**config.mk**
```make
export PLATFORM = sky130hd
export DESIGN_NAME = srate_regs
export DESIGN_NICKNAME = d
export VERILOG_FILES = /design/src/rtl/srate_pkg.sv /design/src/rtl/srate_snap.sv /design/src/rtl/srate_chan.sv /design/src/rtl/srate_regs.sv
export SDC_FILE = /design/constraint.sdc
export NUM_CORES = 1
export LEC_CHECK = 0
export ABC_CLOCK_PERIOD_IN_PS = 1700
export BUFFER_PORTS_ARGS = -buffer_cell sky130_fd_sc_hd__buf_4
export CORE_ASPECT_RATIO = 1.4
export CORE_MARGIN = 5
export CORE_UTILIZATION = 49
export DETAILED_ROUTE_END_ITERATION = 8
export MAX_ROUTING_LAYER = met4
export PLACE_DENSITY = 0.87
export SYNTH_ARGS = -nofsm -noshare
export SYNTH_HDL_FRONTEND = slang
export SYNTH_SLANG_ARGS = --single-unit
```
**constraint.sdc**
```tcl
create_clock -name clk -period 1.7 [get_ports clk]
set_input_delay 0 -clock clk [delete_from_list [all_inputs] [get_ports clk]]
set_output_delay 0 -clock clk [all_outputs]
set_load 0.02 [all_outputs]
```
**src/rtl/srate_pkg.sv**
```systemverilog
package srate_pkg;

    localparam int RATE_W    = 16;
    localparam int IDX_W     = 4;
    localparam int NUM_RATES = 9;
    localparam logic [IDX_W-1:0]  IDX_OFF     = 4'hF;
    localparam logic [RATE_W-1:0] CLAMP_LIMIT = 16'h2EE0;

    typedef struct packed {
        logic [RATE_W-1:0] code;
        logic [IDX_W-1:0]  idx;
    } snap_t;

    function automatic logic [RATE_W-1:0] rate_code(input int i);
        case (i)
            0:       return 16'h1C20;
            1:       return 16'h1F40;
            2:       return 16'h2024;
            3:       return 16'h20D0;
            4:       return 16'h2328;
            5:       return 16'h2580;
            6:       return 16'h282D;
            7:       return 16'h2EE0;
            default: return 16'h3592;
        endcase
    endfunction

    // Nearest supported code; ties go to the lower code.
    function automatic snap_t snap_rate(input logic [RATE_W-1:0] v);
        snap_t r;
        logic [RATE_W:0] twice;
        logic [RATE_W:0] pair;
        r.code = rate_code(NUM_RATES-1);
        r.idx  = IDX_W'(NUM_RATES-1);
        twice  = {v, 1'b0};
        if (v == '0) begin
            r.code = '0;
            r.idx  = IDX_OFF;
        end else if (v <= CLAMP_LIMIT) begin
            for (int i = NUM_RATES-2; i >= 0; i--) begin
                pair = {1'b0, rate_code(i)} + {1'b0, rate_code(i+1)};
                if (twice <= pair) begin
                    r.code = rate_code(i);
                    r.idx  = IDX_W'(i);
                end
            end
        end
        return r;
    endfunction

    function automatic logic is_supported(input logic [RATE_W-1:0] v);
        logic hit;
        hit = 1'b0;
        for (int i = 0; i < NUM_RATES; i++)
            if (v == rate_code(i)) hit = 1'b1;
        return hit;
    endfunction

endpackage

```
**src/rtl/srate_snap.sv**
```systemverilog
module srate_snap
    import srate_pkg::*;
(
    input  logic [RATE_W-1:0] req_rate,
    output snap_t             snapped
);
    always_comb snapped = snap_rate(req_rate);
endmodule

```
**src/rtl/srate_chan.sv**
```systemverilog
module srate_chan
    import srate_pkg::*;
(
    input  logic              clk,
    input  logic              rst,
    input  logic              wr_hit,
    input  logic [RATE_W-1:0] wdata,
    input  logic              pwrup_req,
    output logic [RATE_W-1:0] rate_q,
    output logic [IDX_W-1:0]  idx_q,
    output logic              pll_en,
    output logic              sleep_ok,
    output logic              seq_err
);
    snap_t snapped;

    srate_snap snap_i (
        .req_rate (wdata),
        .snapped  (snapped)
    );

    always_ff @(posedge clk) begin
        if (rst) begin
            rate_q <= '0;
            idx_q  <= IDX_OFF;
        end else if (wr_hit) begin
            rate_q <= snapped.code;
            idx_q  <= snapped.idx;
        end
    end

    always_ff @(posedge clk) begin
        if (rst)
            seq_err <= 1'b0;
        else if (pwrup_req && rate_q == '0)
            seq_err <= 1'b1;
    end

    assign pll_en   = (rate_q != '0);
    assign sleep_ok = pll_en;
endmodule

```
**src/rtl/srate_regs.sv**
```systemverilog
module srate_regs
    import srate_pkg::*;
#(
    parameter int NUM_LINES   = 2,
    parameter int ADDR_W      = 8,
    parameter int BASE_ADDR   = 'h40,
    parameter int ADDR_STRIDE = 2
) (
    input  logic                       clk,
    input  logic                       rst,
    input  logic [ADDR_W-1:0]          bus_addr,
    input  logic                       bus_wr,
    input  logic [RATE_W-1:0]          bus_wdata,
    input  logic                       bus_rd,
    output logic [RATE_W-1:0]          bus_rdata,
    input  logic [NUM_LINES-1:0]       pwrup_req,
    output logic [NUM_LINES*IDX_W-1:0] rate_idx,
    output logic [NUM_LINES-1:0]       pll_en,
    output logic [NUM_LINES-1:0]       sleep_ok,
    output logic [NUM_LINES-1:0]       seq_err
);
    logic [NUM_LINES-1:0] sel;
    logic [RATE_W-1:0]    rate_q [NUM_LINES];

    for (genvar g = 0; g < NUM_LINES; g++) begin : g_line
        localparam logic [ADDR_W-1:0] LINE_ADDR = ADDR_W'(BASE_ADDR + ADDR_STRIDE*g);
        assign sel[g] = (bus_addr == LINE_ADDR);

        srate_chan chan_i (
            .clk       (clk),
            .rst       (rst),
            .wr_hit    (bus_wr && sel[g]),
            .wdata     (bus_wdata),
            .pwrup_req (pwrup_req[g]),
            .rate_q    (rate_q[g]),
            .idx_q     (rate_idx[g*IDX_W +: IDX_W]),
            .pll_en    (pll_en[g]),
            .sleep_ok  (sleep_ok[g]),
            .seq_err   (seq_err[g])
        );
    end

    always_comb begin
        bus_rdata = '0;
        for (int i = 0; i < NUM_LINES; i++)
            if (bus_rd && sel[i]) bus_rdata = bus_rdata | rate_q[i];
    end
endmodule

```
==> flow_summary.yaml <==
synth:
  seq_area_frac_synth_pct: 30.51
  synth.distinct_cells: 59
  yosysMostFrequentCell: "nor2_1"
  async_flop_share_pct: 0
  synth_commonest_cells: "nor2_1, dfxtp_1, nand2_1"
  yosys.area.top_type: "dfxtp_1"
  syn_avg_cell_area_um2: 7.992
  yosys_warnings: 0
  synthTopCellsByArea: "dfxtp_1, nor2_1, mux2i_1, nand2_1, a211oi_1"
  synth_cells: 312
  synth_edf_count: 0
  ys.flop_type: "dfxtp_1"
  syn_area_mm2: 0.002494
  synth.top_cell.area_share_pct: 30.51
  yosys_register_bits: 38
die:
  fp-row-count: 30
  start_util_pct: 51.10
  ios: 60
  fp.coreArea_mm2: 0.004880
  die_w_um: 70.29
  dieArea_mm2: 0.006636
  die_h_um: 94.41
setup_path:
  worstPathMaxFanout: 4
  crit_arrival_ns: 1.80
  critPathLaunch: "bus_wdata[1]"
  crit_type: "in2reg"
  end_kind: "register"
  r2r_slack_ns: 0.31
  cp.required_ns: 1.91
  rr_startpoint: "g_line[1].chan_i.rate_q[11]"
  cp-start-kind: "input pin"
finish:
  multi_input_area_mm2: 0.001549
  drive_gt1_share_pct: 33.16
  fillers: 411
  utilization_pct: 67.46
  nNetsFinal: 424
  antenna_cells: 0
  stdcell_count: 459
  syn_to_final_growth_pct: 32.01
  fin_area_mm2: 0.003292
  seq_area_um2: 760.7
pwr:
  design_power_total_mw: 1.914
  p_clk_share_pct: 33.1
  switching_power_mw: 0.5168
  vdd_drop_max_v: 0.0003103
  switching_share_pct: 27.00
  seq_power_share_pct: 46.9
  pwr-share-comb_pct: 20.1
  internal_power_mw: 1.397
  power.density_mw_per_mm2: 581.4
  power.leakage_nw: 1.336
drt:
  vias_per_cell: 6.041
  drt-initial-drc-count: 236
  avgRoutedWirePerCell_um: 17.06
  via_count: 2773
  drcViolationCount: 0
  wl_mm: 7.830
  antenna_left: 0
  firstDrtPassIters: 5
global_routing:
  grt_pass1_wl_mm: 12.76
  grt_usage_pct: 24.74
  overflow: 0
  grt_pass1_vias: 2731
  antenna_found_initial: 0
  grt_max_degree: 33
cts:
  cts-hold-fix-buffers: 0
  clockRootBuffer: "clkbuf_8"
  cts_max_level: 2
  numCtsBuffers: 5
  clock_sinks: 38
  clock_latency_ns: 0.29
  cts_tree: "yes"
  cts.clk_slew.worst_paths_ns: 0.07
  cts_buffer_depth: 2
timing:
  hold_viol: 0
  rsz0062_at_grt: "no"
  drv_slew: 0
  holdWs_ns: 0.05484
  max_freq_mhz: 626.7
  tightest_slew_ns: 0.6366
  period_minus_slack_ns: 1.596
  setup_viol: 0
  min_period_over_period_pct: 93.87
  skew_ns: 0.002131
  slew_headroom_pct: 57.56
  fin_setup_tns_ns: 0
  layout_setup_ws_ns: 0.1043
flow_run:
  cap_violations: 0
worst_hold_path:
  min_from: "pwrup_req[1]"
  hold_path.class: "in2reg"
placed_design:
  dp_cells: 451
  dp_slack_ns: -0.1355
  placed_area_mm2: 0.003197
  hpwl_mm: 6.267
  port_buffers: 57
  place.gp.congestion: 0.9912
run_status:
  status: "finished clean"
## flip-flops by register name, indices dropped and copies added, names as in the netlist
register / cells
g_line.chan_i.rate_q: 28
g_line.chan_i.idx_q: 8
g_line.chan_i.seq_err: 2
## repair_timing
item,CTS,global route
endpoints found under the setup margin,0,2
buffers inserted,0,0
gates resized for setup,0,1
## worst max-delay path: stages
cell and delay, ns:
buf_4 0.12, buf_4 0.12, or3_1 0.39, a211o_1 0.28, a21o_1 0.23, a21oi_2 0.20, o221ai_1 0.23, o21ai_1 0.23
## layer usage
| metal | share of wire [%] | vias to the layer above | global-route usage (%) |
|---|---|---|---|
| met5 | 0 | - | - |
| met4 | 4.1 | 0 | 12.94 |
| met3 | 6.4 | 32 | 3.727 |
| met2 | 54 | 140 | 47.42 |
| met1 | 35 | 1283 | 23.49 |
| li1 | - | 1318 | - |
## worst paths after layout
path,endpoint,cells past startpoint
worst max-delay path,g_line[0].chan_i.rate_q[5],8
worst max register to register,g_line[1].chan_i.seq_err,5
worst min register to register,g_line[0].chan_i.idx_q[3],1
worst min-delay path,g_line[1].chan_i.seq_err,5
## cells in the final DEF, fill, tap and decap left out, drive strengths merged, types with 2 or more instances in the layout
master	synthesis	final
a21oi	17	17
nor3	6	6
dfxtp	38	38
nand2b	3	3
and4	5	5
nand4	9	9
o211ai	2	2
and3	3	3
nor2	54	54
a211o	7	7
a31oi	6	6
and4b	3	3
nor2b	2	2
nor4	9	9
o21ai	9	9
inv	2	2
buf	23	107
a21boi	2	2
conb	1	2
nand2	30	30
mux2i	14	14
clkbuf	10	7
nor4b	5	5
nand3	6	6
o31ai	6	6
o21a	3	3
a32o	4	4
or3	2	2
a21o	3	3
a211oi	10	10
o2111ai	2	2
## cell type report
cell class,instances,share of cell area (%)
Tap cell,64,2.433
Clock inverter,1,0.1520
Inverter,2,0.2280
Sequential cell,38,23.11
Clock buffer,7,2.623
Multi-Input combinational cell,240,47.05
Timing Repair Buffer,107,24.40
## cells by family (layout without fill, tap and decap cells)
family / after synthesis / count (layout) / synth area share, %
simple gates: 143 / 143 / 30.41
compound gates: 81 / 81 / 25.64
flops: 38 / 38 / 30.51
buf+inv: 35 / 117 / 7.677
mux: 14 / 14 / 5.619
other cells: 1 / 2 / 0.1504
## power by group through the flow
stage	clock, mW	combinational [mW]	sequential, mW
finish	0.633	0.384	0.897
global route	0.678	0.414	0.897
CTS	0.641	0.380	0.897
detailed placement	0	0.378	0.918
global placement	0	0.370	0.917
floorplan	0	0.210	0.917
Note: power is estimated with default switching activity, not from simulation.
